===== src/rtl/pmeb_pkg.sv =====
package pmeb_pkg;
   localparam int CTL_W    = 5;
   localparam int CTL_SEEN = 0;
   localparam int CTL_AEN  = 1;
   localparam int CTL_FRZ  = 2;
   localparam int CTL_FOC  = 3;
   localparam int CTL_EVB  = 4;

   localparam int STAT_W   = 3;
   localparam int ST_SEEN  = 0;
   localparam int ST_MEN   = 1;
   localparam int ST_GLB   = 2;

   typedef enum logic [1:0] {
      SEL_CTL  = 2'd0,
      SEL_STAT = 2'd1,
      SEL_HND  = 2'd2,
      SEL_RET  = 2'd3
   } reg_sel_e;
endpackage


===== src/rtl/pmeb_neg_detect.sv =====
module pmeb_neg_detect #(
   parameter int NUM_CTR = 4,
   parameter int CTR_W   = 16
) (
   input  logic                       clk_i,
   input  logic                       rst_ni,
   input  logic [NUM_CTR*CTR_W-1:0]   ctr_val_i,
   input  logic [NUM_CTR-1:0]         ctr_en_i,
   output logic                       alert_o
);
   localparam int MSB = CTR_W - 1;

   logic [NUM_CTR-1:0] msb_now, msb_q, hit;

   generate
      if (CTR_W < 2) begin : g_bad_width
         $error("CTR_W must be at least 2");
      end
      for (genvar g = 0; g < NUM_CTR; g++) begin : g_ctr
         assign msb_now[g] = ctr_val_i[g*CTR_W + MSB];
         assign hit[g]     = ctr_en_i[g] & msb_now[g] & ~msb_q[g];
      end
   endgenerate

   always_ff @(posedge clk_i) begin
      if (!rst_ni) msb_q <= '0;
      else         msb_q <= msb_now;
   end

   assign alert_o = |hit;
endmodule


===== src/rtl/pmeb_ctl_reg.sv =====
module pmeb_ctl_reg
   import pmeb_pkg::*;
(
   input  logic              clk_i,
   input  logic              rst_ni,
   input  logic              wr_i,
   input  logic [CTL_W-1:0]  wr_data_i,
   input  logic              alert_raw_i,
   output logic              alert_act_o,
   output logic [CTL_W-1:0]  ctl_q_o
);
   logic [CTL_W-1:0] ctl_q, ctl_d;

   assign alert_act_o = alert_raw_i & ctl_q[CTL_EVB];

   always_comb begin
      ctl_d = wr_i ? wr_data_i : ctl_q;
      if (alert_act_o) begin
         if (ctl_q[CTL_FOC]) begin
            ctl_d[CTL_FOC] = 1'b0;
            ctl_d[CTL_FRZ] = 1'b1;
         end
         if (ctl_q[CTL_AEN]) begin
            ctl_d[CTL_AEN]  = 1'b0;
            ctl_d[CTL_SEEN] = 1'b1;
         end
      end
   end

   always_ff @(posedge clk_i) begin
      if (!rst_ni) ctl_q <= '0;
      else         ctl_q <= ctl_d;
   end

   assign ctl_q_o = ctl_q;
endmodule


===== src/rtl/pmeb_branch_unit.sv =====
module pmeb_branch_unit
   import pmeb_pkg::*;
#(
   parameter int ADDR_W = 32
) (
   input  logic               clk_i,
   input  logic               rst_ni,
   input  logic               wr_stat_i,
   input  logic               wr_hnd_i,
   input  logic               wr_ret_i,
   input  logic [ADDR_W-1:0]  wr_data_i,
   input  logic               alert_act_i,
   input  logic               user_i,
   input  logic [ADDR_W-1:0]  pc_i,
   output logic [STAT_W-1:0]  stat_o,
   output logic [ADDR_W-1:0]  hnd_o,
   output logic [ADDR_W-1:0]  ret_o,
   output logic               pend_o,
   output logic               fire_o
);
   logic [STAT_W-1:0] stat_q, stat_d;
   logic [ADDR_W-1:0] hnd_q, ret_q;
   logic              pend_q, take, gate_ok;

   assign take    = pend_q & user_i;
   assign gate_ok = stat_q[ST_GLB] & stat_q[ST_MEN];
   assign fire_o  = take & gate_ok;

   always_comb begin
      stat_d = wr_stat_i ? wr_data_i[STAT_W-1:0] : stat_q;
      if (fire_o) begin
         stat_d[ST_GLB]  = 1'b0;
         stat_d[ST_SEEN] = 1'b1;
      end
   end

   always_ff @(posedge clk_i) begin
      if (!rst_ni) begin
         stat_q <= '0;
         hnd_q  <= '0;
         ret_q  <= '0;
         pend_q <= 1'b0;
      end else begin
         stat_q <= stat_d;
         if (wr_hnd_i) hnd_q <= wr_data_i;
         if (fire_o)        ret_q <= pc_i;
         else if (wr_ret_i) ret_q <= wr_data_i;
         if (alert_act_i) pend_q <= 1'b1;
         else if (take)   pend_q <= 1'b0;
      end
   end

   assign stat_o = stat_q;
   assign hnd_o  = hnd_q;
   assign ret_o  = ret_q;
   assign pend_o = pend_q;
endmodule


===== src/rtl/pm_evbranch.sv =====
module pm_evbranch
   import pmeb_pkg::*;
#(
   parameter int NUM_CTR = 4,
   parameter int CTR_W   = 16,
   parameter int ADDR_W  = 32
) (
   input  logic                      clk_i,
   input  logic                      rst_ni,
   input  logic                      wr_en_i,
   input  logic [1:0]                wr_sel_i,
   input  logic [ADDR_W-1:0]         wr_data_i,
   input  logic [NUM_CTR*CTR_W-1:0]  ctr_val_i,
   input  logic [NUM_CTR-1:0]        ctr_en_i,
   input  logic [ADDR_W-1:0]         pc_i,
   input  logic                      user_i,
   output logic                      redir_valid_o,
   output logic [ADDR_W-1:0]         redir_target_o,
   output logic                      pend_o,
   output logic [CTL_W-1:0]          ctl_o,
   output logic [STAT_W-1:0]         stat_o,
   output logic [ADDR_W-1:0]         ret_o
);
   generate
      if (ADDR_W < CTL_W || ADDR_W < STAT_W) begin : g_bad_addr
         $error("ADDR_W too narrow for register writes");
      end
      if (NUM_CTR < 1) begin : g_bad_num
         $error("NUM_CTR must be at least 1");
      end
   endgenerate

   logic alert_raw, alert_act;
   logic wr_ctl, wr_stat, wr_hnd, wr_ret;

   assign wr_ctl  = wr_en_i & (wr_sel_i == SEL_CTL);
   assign wr_stat = wr_en_i & (wr_sel_i == SEL_STAT);
   assign wr_hnd  = wr_en_i & (wr_sel_i == SEL_HND);
   assign wr_ret  = wr_en_i & (wr_sel_i == SEL_RET);

   pmeb_neg_detect #(.NUM_CTR(NUM_CTR), .CTR_W(CTR_W)) u_detect (
      .clk_i     (clk_i),
      .rst_ni    (rst_ni),
      .ctr_val_i (ctr_val_i),
      .ctr_en_i  (ctr_en_i),
      .alert_o   (alert_raw)
   );

   pmeb_ctl_reg u_ctl (
      .clk_i       (clk_i),
      .rst_ni      (rst_ni),
      .wr_i        (wr_ctl),
      .wr_data_i   (wr_data_i[CTL_W-1:0]),
      .alert_raw_i (alert_raw),
      .alert_act_o (alert_act),
      .ctl_q_o     (ctl_o)
   );

   pmeb_branch_unit #(.ADDR_W(ADDR_W)) u_branch (
      .clk_i       (clk_i),
      .rst_ni      (rst_ni),
      .wr_stat_i   (wr_stat),
      .wr_hnd_i    (wr_hnd),
      .wr_ret_i    (wr_ret),
      .wr_data_i   (wr_data_i),
      .alert_act_i (alert_act),
      .user_i      (user_i),
      .pc_i        (pc_i),
      .stat_o      (stat_o),
      .hnd_o       (redir_target_o),
      .ret_o       (ret_o),
      .pend_o      (pend_o),
      .fire_o      (redir_valid_o)
   );
endmodule


===== config.mk =====
export PLATFORM = sky130hd
export DESIGN_NAME = pm_evbranch
export DESIGN_NICKNAME = d
export VERILOG_FILES = /design/src/rtl/pmeb_pkg.sv /design/src/rtl/pmeb_neg_detect.sv /design/src/rtl/pmeb_ctl_reg.sv /design/src/rtl/pmeb_branch_unit.sv /design/src/rtl/pm_evbranch.sv
export SDC_FILE = /design/constraint.sdc
export NUM_CORES = 1
export LEC_CHECK = 0
export ABC_AREA = 1
export BUFFER_PORTS_ARGS = -buffer_cell sky130_fd_sc_hd__buf_2
export CORE_ASPECT_RATIO = 0.6
export CORE_MARGIN = 10
export CORE_UTILIZATION = 45
export DETAILED_ROUTE_END_ITERATION = 6
export PLACE_DENSITY_LB_ADDON = 0.2
export SKIP_LAST_GASP = 1
export SYNTH_ARGS = -nofsm -noshare
export SYNTH_HDL_FRONTEND = slang
export SYNTH_SLANG_ARGS = --single-unit

===== constraint.sdc =====
create_clock -name clk_i -period 2.4 [get_ports clk_i]
set_clock_uncertainty 0.1 [all_clocks]
set_input_delay 0.12 -clock clk_i [delete_from_list [all_inputs] [get_ports clk_i]]
set_output_delay 0.12 -clock clk_i [all_outputs]
set_load 0.05 [all_outputs]

* Word level (Yosys, flattened, before mapping)
Cells that the tools add are included.
Word-level totals: output and inout bits 74, register bits 77, logic and storage cells 49
Operators by class: multiplexer cells 10, bitwise logic cells 21, reduce and logical (&&, ||, !) cells 6, equality and inequality tests 3
Operators with widths (count):
- 2-to-1 mux 32 bit | 2
- bitwise AND 1 bit | 16
- 2-to-1 mux 4 bit | 2
- nonzero test 2 bit | 3
- NOT 1 bit | 5
- equality test 2 bit (second input constant) | 2
- 2-to-1 mux 1 bit | 4
- 2-to-1 mux 2 bit | 2
- OR reduction 4 bit | 1
- equality test 2 x 1 -> 1 bit (second input constant) | 1
- logical NOT 2 bit | 1
- OR reduction 2 bit | 1

* Logic depth before layout (Yosys ltp)
Gate-level depths: netlist (run 1).
depth after elaboration 5, mapped depth 9

* Hierarchy
A second synthesis (run 1) with hierarchy kept.
Unflattened totals: cells, all modules 505, area, all modules 3612.2 um2
Modules (own cells, without submodules):
- pmeb_branch_unit | times used 1, area each 3213.1 um2, cells an instance 440
- pmeb_ctl_reg | times used 1, area each 217.7 um2, cells an instance 34
- pmeb_neg_detect | times used 1, area each 151.4 um2, cells an instance 23
- pm_evbranch | times used 1, area each 30.0 um2, cells an instance 8

* Worst setup path after synthesis (run 1)
Ideal clock, no wire load.
path kind register -> register, start point register u_branch.pend_q (netlist: u_branch.pend_o), end point register u_branch.ret_q[24] (netlist: u_branch.ret_o[24]), arrival 1.615 ns, required time 2.244 ns, path slack 0.629 ns, cell stages (with the launch flop) 8, buffers on the path 1, clock period less this slack 1.771 ns, path through dfxtp_1 > nand2_1 > nor2_8 > buf_2 > nand2_1 > nand3_1 > nand2_1 > inv_1
On the way: longest elaborated chain between the ends 3, elaborated cells between the ends (all ways) 4, those cells by class 1 x mux; 2 x bitwise; 1 x reduce/logical
Ends and longest elaborated chain:
- start: declaration | RTL line pmeb_branch_unit.sv:23 | logic pend_q, take, gate_ok;
- start signal: assignment | RTL line pmeb_branch_unit.sv:42 | pend_q <= 1'b0;
- start signal: assignment | RTL line pmeb_branch_unit.sv:48 | if (alert_act_i) pend_q <= 1'b1;
- start signal: assignment | RTL line pmeb_branch_unit.sv:49 | else if (take) pend_q <= 1'b0;
- bitwise AND 1 bit (*) | RTL line pmeb_branch_unit.sv:25 | assign take = pend_q & user_i;
- bitwise AND 1 bit (*) | RTL line pmeb_branch_unit.sv:27 | assign fire_o = take & gate_ok;
- named net redir_valid_o | RTL line pm_evbranch.sv:17 | output logic redir_valid_o,
- 2-to-1 mux 32 bit / nonzero test 2 bit (equally long branches)
- end signal: assignment | RTL line pmeb_branch_unit.sv:46 | if (fire_o) ret_q <= pc_i;
- end signal: assignment | RTL line pmeb_branch_unit.sv:47 | else if (wr_ret_i) ret_q <= wr_data_i;
- end: declaration | RTL line pmeb_branch_unit.sv:22 | logic [ADDR_W-1:0] hnd_q, ret_q;
Mark *: on every way through the listed nets, which the timed path passes. The rest lies on a longest branch. A chain may end at the register's enable or synchronous reset.

* Worst setup path after layout (run 1)
start point input port user_i, end point output port redir_valid_o
On the way: longest elaborated chain between the ends 2
Ends and longest elaborated chain:
- start: declaration | RTL line pm_evbranch.sv:16 | input logic user_i,
- bitwise AND 1 bit | RTL line pmeb_branch_unit.sv:25
- bitwise AND 1 bit | RTL line pmeb_branch_unit.sv:27
- end: declaration | RTL line pm_evbranch.sv:17
Every way passes these cells.

==> flow_summary.yaml, run 1 <==
run_status:
  outcome: "complete, no violations"
die:
  ios: 212
  die_x_um: 132.6
  die_area_mm2: 0.01162
  core_mm2: 0.007327
  rows: 24
  die_y_um: 87.59
  initial_utilization_pct: 46.76
drt:
  ant_nets: 0
  num_vias: 3715
  drc: 0
  avgRoutedWirePerCell_um: 14.81
  drtIter0Drc: 220
  drtPass1Iterations: 4
  totalWireLength_um: 11490
  vias_per_cell: 4.787
power_and_ir_drop:
  irDropWorstVdd_v: 0.0004421
  powerDensity_mw_per_mm2: 621.8
  p_leak_nw: 2.700
cts:
  clk_latency_ps: 330
  htreeDepth: 3
  cts_root_buffer: "clkbuf_16"
  clkTransAtPathRegs_ps: 50
  cts_resized: 0
  cts_tree: "built"
  clock_sinks: 77
  cts_buffer_depth: 2
  cts-buffers-inserted: 9
critical_path:
  regToRegEndpoint: "u_branch.ret_o[8]$_SDFFE_PN0P_"
  crit_path_end_kind: "primary output"
  critPathMaxStageDelay_ps: 520
  cp_max_fo: 18
  crit_slowest_cell: "dlygate4sd3_1"
  critical_path_class: "in2out"
  worst-endpoint-arrival_ps: 1770
  cp_cell_sequence: "dlygate4sd3_1 -> buf_2 -> nand2_1 -> nor2_8 -> buf_4 -> buf_2"
  r2r_start: "u_branch.pend_o$_SDFFE_PN0P_"
  reg2reg_depth: 8
  crit_required_ps: 2180
  worst_setup_path_start_kind: "primary input"
  rrSetupSlack_ps: 780
  cp_common_cell: "buf_2"
sta:
  rsz0062_at_grt: "false"
  finalMaxSlewViolations: 0
  hold_violations: 0
  fin_setup_tns_ps: 0
  finalSetupViolations: 0
  slew_headroom_pct: 48.75
  period_share_pct: 82.95
  tightest_slew_ps: 767.9
  max_freq_mhz: 502.3
  min_period_ps: 1991
synth:
  synth_cell_types: 18
  ys_seq_area_share_pct: 45.00
  avgSynthCellArea_um2: 7.383
  synth_area_mm2: 0.003426
  synth_largest_area_cell: "dfxtp_1"
  synth_area_leaders: "dfxtp_1 (45%), nand3_1 (12%), nand2_1 (9.3%), inv_1 (8.0%), nand3_2 (6.4%)"
  synth_cells: 464
  synth_top_area_share_pct: 45.00
  synth_nets: 602
  ys_warn_count: 0
  ys_ff_latch: 77
grt:
  grt_antenna_before_repair: 1
  grt_pass1_wl_um: 18920
  track_usage_pct: 20.03
  grt_max_degree: 66
  grt_pass1_vias: 3688
  grt-ovfl-total: 0
final_layout:
  final_common_cell: "buf_2"
  drive_gt1_share_pct: 29.66
  syn_to_final_growth_pct: 49.16
  postLayoutCoreUtil_pct: 69.74
  nets: 804
  final_cell_mix: "buf_2 (151), nand2_1 (85), nand3_1 (81), dfxtp_1 (77), inv_1 (73)"
  stdcell_count: 776
place:
  io_buffer_count: 151
  dp_hpwl_um: 7613
  routabilityCongestion: 0.8128
  dp.cells: 695
min_path:
  worstHoldStart: "pc_i[1]"
  holdPathEnd: "u_branch.ret_o[1]$_SDFFE_PN0P_"
  hold_class: "in2reg"
  worst_hold_path.num_cells: 5
job:
  maxCapViolations: 0
==> layer usage <==
metal	vias to the layer above	GRT usage (%)	share of wire [%]
met5	-	0	0
met4	0	7.555	2.0
met3	17	7.771	8.6
met2	139	33.17	46
met1	1669	23.39	43
li1	1890	-	-
==> worst max-delay path: cells and delay by family <==
family        cells  cell delay [ps]
buf+inv           4             1230
simple gates      2              410
==> state kept, by name, indices dropped and copies added, names as in the netlist <==
name and count:
u_branch.stat_o 3, u_branch.ret_o 32, u_branch.pend_o 1, u_ctl.ctl_q_o 5, u_detect.msb_q 4, u_branch.hnd_o 32
==> power breakdown <==
| part | leakage (nW) | switching, mW | internal, mW | total [mW] |
|---|---|---|---|---|
| registers | 0.629 | 0.0288 | 1.34 | 1.36 |
| logic | 1.94 | 0.368 | 0.207 | 0.575 |
| clock network | 0.134 | 0.482 | 0.756 | 1.24 |
==> cells by family after synthesis <==
group           synth area share (%)
simple gates                   30.20
buf+inv                        14.13
flops                          45.00
compound gates                 10.66
==> per-stage QoR <==
step	power, mW	setup WS [ps]	area (µm²)	hold slack (ps)
floorplan	1.713	629.4	3426	113.5
global route	3.323	315.7	5110	22.64
global placement	1.870	716.6	4194	215.1
detailed placement	1.879	676.0	4194	217.0
CTS	3.222	369.3	5107	0.5394
finish	3.177	409.2	5110	16.69
==> synth_stat cells <==
cell type / n
buf_2: 12
dfxtp_1: 77
nand3_2: 22
clkbuf_1: 9
buf_6: 7
nor2_8: 1
nand2_1: 85
a21oi_1: 37
o21ai_1: 30
buf_4: 2
or2_0: 2
o21ai_0: 6
nor2_1: 12
inv_1: 73
nor4_1: 1
nand2_2: 1
inv_2: 6
nand3_1: 81
==> layout make-up <==
type,instances,area [µm²]
multi-input combinational,278,1400
timing repair buffer,221,1466
antenna,1,2.502
clock inverter,1,5.005
clock buffer,15,267.8
fill,644,2217
sequential,77,1541
tap,104,130.1
inverter,79,296.5
==> what timing repair did <==
item                                   4_1_cts  5_1_grt
hold buffers                                64        0
endpoints found under the hold margin       64        0
setup buffers                                0        0
==> worst max-delay path by stage <==
stage / slack, ps / from / cells after the start / endpoint
after global routing: 320 / user_i / 6 / redir_valid_o
after floorplan: 630 / u_branch.pend_o$_SDFFE_PN0P_ / 7 / u_branch.ret_o[24]$_SDFFE_PN0P_
after detailed placement: 680 / wr_sel_i[0] / 6 / u_branch.hnd_o[18]$_SDFFE_PN0P_
after global placement: 720 / wr_sel_i[0] / 6 / u_branch.hnd_o[10]$_SDFFE_PN0P_
final: 410 / user_i / 6 / redir_valid_o
after CTS: 370 / user_i / 6 / redir_valid_o
Note: power is estimated with default switching activity, not from simulation.
==> inputs of run 2 (changes only) <==
--- a/config.mk
+++ b/config.mk
@@ -9,7 +9,7 @@
 export BUFFER_PORTS_ARGS = -buffer_cell sky130_fd_sc_hd__buf_2
 export CORE_ASPECT_RATIO = 0.6
 export CORE_MARGIN = 10
-export CORE_UTILIZATION = 45
+export CORE_UTILIZATION = 43
 export DETAILED_ROUTE_END_ITERATION = 6
 export PLACE_DENSITY_LB_ADDON = 0.2
 export SKIP_LAST_GASP = 1
==> constraint.sdc (replaced) <==
create_clock -name clk_i -period 2 [get_ports clk_i]
set_clock_uncertainty 0.1 [all_clocks]
set_input_delay 0.1 -clock clk_i [delete_from_list [all_inputs] [get_ports clk_i]]
set_output_delay 0.1 -clock clk_i [all_outputs]
set_load 0.05 [all_outputs]
==> run 2 against run 1 <==
Compared with the run above:
- first-iteration DRC count grew 0.91%
- highest routed layer unchanged
- global-route usage shrank 1.3 points
- critical path depth is the same
- hold slack gained 19 ps
- non-clock buffer count grew 11
- register-to-register slack lost 220 ps
- clock power grew 23%
- cell area grew 2.3%
- utilization shrank 2.9 points
- routed wire length shrank 1.8%
==> flow_summary.yaml, run 2 (synthesized netlist as in run 1, its figures left out) <==
critical_path:
  cp_max_fo: 18
  worst_setup_path_start_kind: "primary input"
  crit_path_end_kind: "primary output"
  critical_path_class: "in2out"
  worst-endpoint-arrival_ps: 1540
  crit_required_ps: 1800
sta:
  min_period_ps: 1742
  tightest_slew_ps: 418.4
  hold_violations: 0
  finalSetupViolations: 0
  rsz0062_at_grt: "false"
  fin_setup_tns_ps: 0
  max_freq_mhz: 574.1
  period_share_pct: 87.10
  slew_headroom_pct: 72.10
  finalMaxSlewViolations: 0
cts:
  cts_tree: "built"
  cts-buffers-inserted: 9
  clk_latency_ps: 330
  clock_sinks: 77
  htreeDepth: 3
  cts_buffer_depth: 2
  hold_buffers: 71
  cts_root_buffer: "clkbuf_16"
  clkTransAtPathRegs_ps: 50
  cts_resized: 0
  post_cts_buffers: 0
final_layout:
  final_common_cell: "buf_2"
  postLayoutCoreUtil_pct: 66.82
  diodes: 0
  final_cell_mix: "buf_2 (151), nand2_1 (85), nand3_1 (81), dfxtp_1 (77), inv_1 (73)"
  syn_to_final_growth_pct: 52.52
  nets: 815
  drive_gt1_share_pct: 30.15
die:
  rows: 25
  die_y_um: 89.14
  initial_utilization_pct: 43.81
  die_area_mm2: 0.01205
  ios: 212
  core_mm2: 0.007820
  die_x_um: 135.2
place:
  io_buffer_count: 151
  dp_hpwl_um: 7760
  routabilityCongestion: 0.7992
power_and_ir_drop:
  powerDensity_mw_per_mm2: 741.4
  power_frac_clock_pct: 39.6
  p_int_mw: 2.823
  p_leak_nw: 2.751
  p_switching_mw: 1.051
  irDropWorstVdd_v: 0.0004707
  swShare_pct: 27.12
  p_seq_share_pct: 42.3
  combPwrFrac_pct: 18.2
min_path:
  hold_class: "in2reg"
drt:
  vias_per_cell: 4.760
  drc: 0
  totalWireLength_um: 11280
  ant_nets: 0
  drtPass1Iterations: 4
  num_vias: 3751
  drtIter0Drc: 222
  avgRoutedWirePerCell_um: 14.32
grt:
  grt_max_degree: 47
  track_usage_pct: 18.74
  grt_pass1_vias: 3596
  grt_antenna_before_repair: 0
  grt-ovfl-total: 0
  grt_pass1_wl_um: 18170
job:
  maxCapViolations: 0
run_status:
  outcome: "complete, no violations"
-- run 2: layout make-up --
class	instances	area, µm²
Fill cell	670	2595
Clock buffer	13	280.3
Multi-Input combinational cell	278	1400
Sequential cell	77	1541
Tap cell	108	135.1
Clock inverter	1	5.005
Timing Repair Buffer	232	1567
Inverter	79	296.5
-- run 2: critical path: stages --
cell	delay [ps]
dlygate4sd3_1	530
buf_2	110
nand2_1	120
nor2_8	120
buf_4	240
buf_2	310
-- run 2: routing by layer --
| metal | share of wire (%) | up-vias | routed length [µm] | GRT usage [%] |
|---|---|---|---|---|
| li1 | - | 1903 | - | - |
| met1 | 45 | 1697 | 5054 | 23.60 |
| met2 | 44 | 136 | 5010 | 28.87 |
| met3 | 9.2 | 15 | 1042 | 7.351 |
| met4 | 1.5 | 0 | 173 | 6.128 |
| met5 | 0 | - | 0 | 0 |
-- run 2: final timing paths --
path / cells past startpoint / slack (ps) / endpoint / from
worst max-delay path: 6 / 260 / redir_valid_o / user_i
worst min register to register: 2 / 340 / u_branch.hnd_o[27]$_SDFFE_PN0P_ / u_branch.hnd_o[27]$_SDFFE_PN0P_
worst min-delay path: 3 / 40 / u_branch.stat_o[1]$_SDFFE_PN0P_ / wr_data_i[1]
worst max register to register: 8 / 560 / u_branch.ret_o[18]$_SDFFE_PN0P_ / u_branch.pend_o$_SDFFE_PN0P_
-- run 2: power groups by stage --
| stage | Clock [mW] | Sequential [mW] | Combinational (mW) |
|---|---|---|---|
| after global placement | 0 | 1.66 | 0.583 |
| after CTS | 1.59 | 1.64 | 0.702 |
| after floorplan | 0 | 1.89 | 0.170 |
| after global routing | 1.66 | 1.64 | 0.760 |
| after detailed placement | 0 | 1.67 | 0.592 |
| final | 1.53 | 1.64 | 0.704 |
-- run 2: through the flow --
step / hold WS [ps] / total power, mW / cell area (µm²) / worst slack, ps / cells
after detailed placement: 195.7 / 2.260 / 4229 / 570.5 / 703
after global placement: 192.3 / 2.248 / 4229 / 599.7 / 703
after global routing: 31.41 / 4.061 / 5225 / 187.8 / 788
after CTS: 15.74 / 3.926 / 5225 / 241.2 / 788
final: 35.22 / 3.874 / 5225 / 258.1 / 788
after floorplan: 93.45 / 2.056 / 3426 / 229.4 / 464
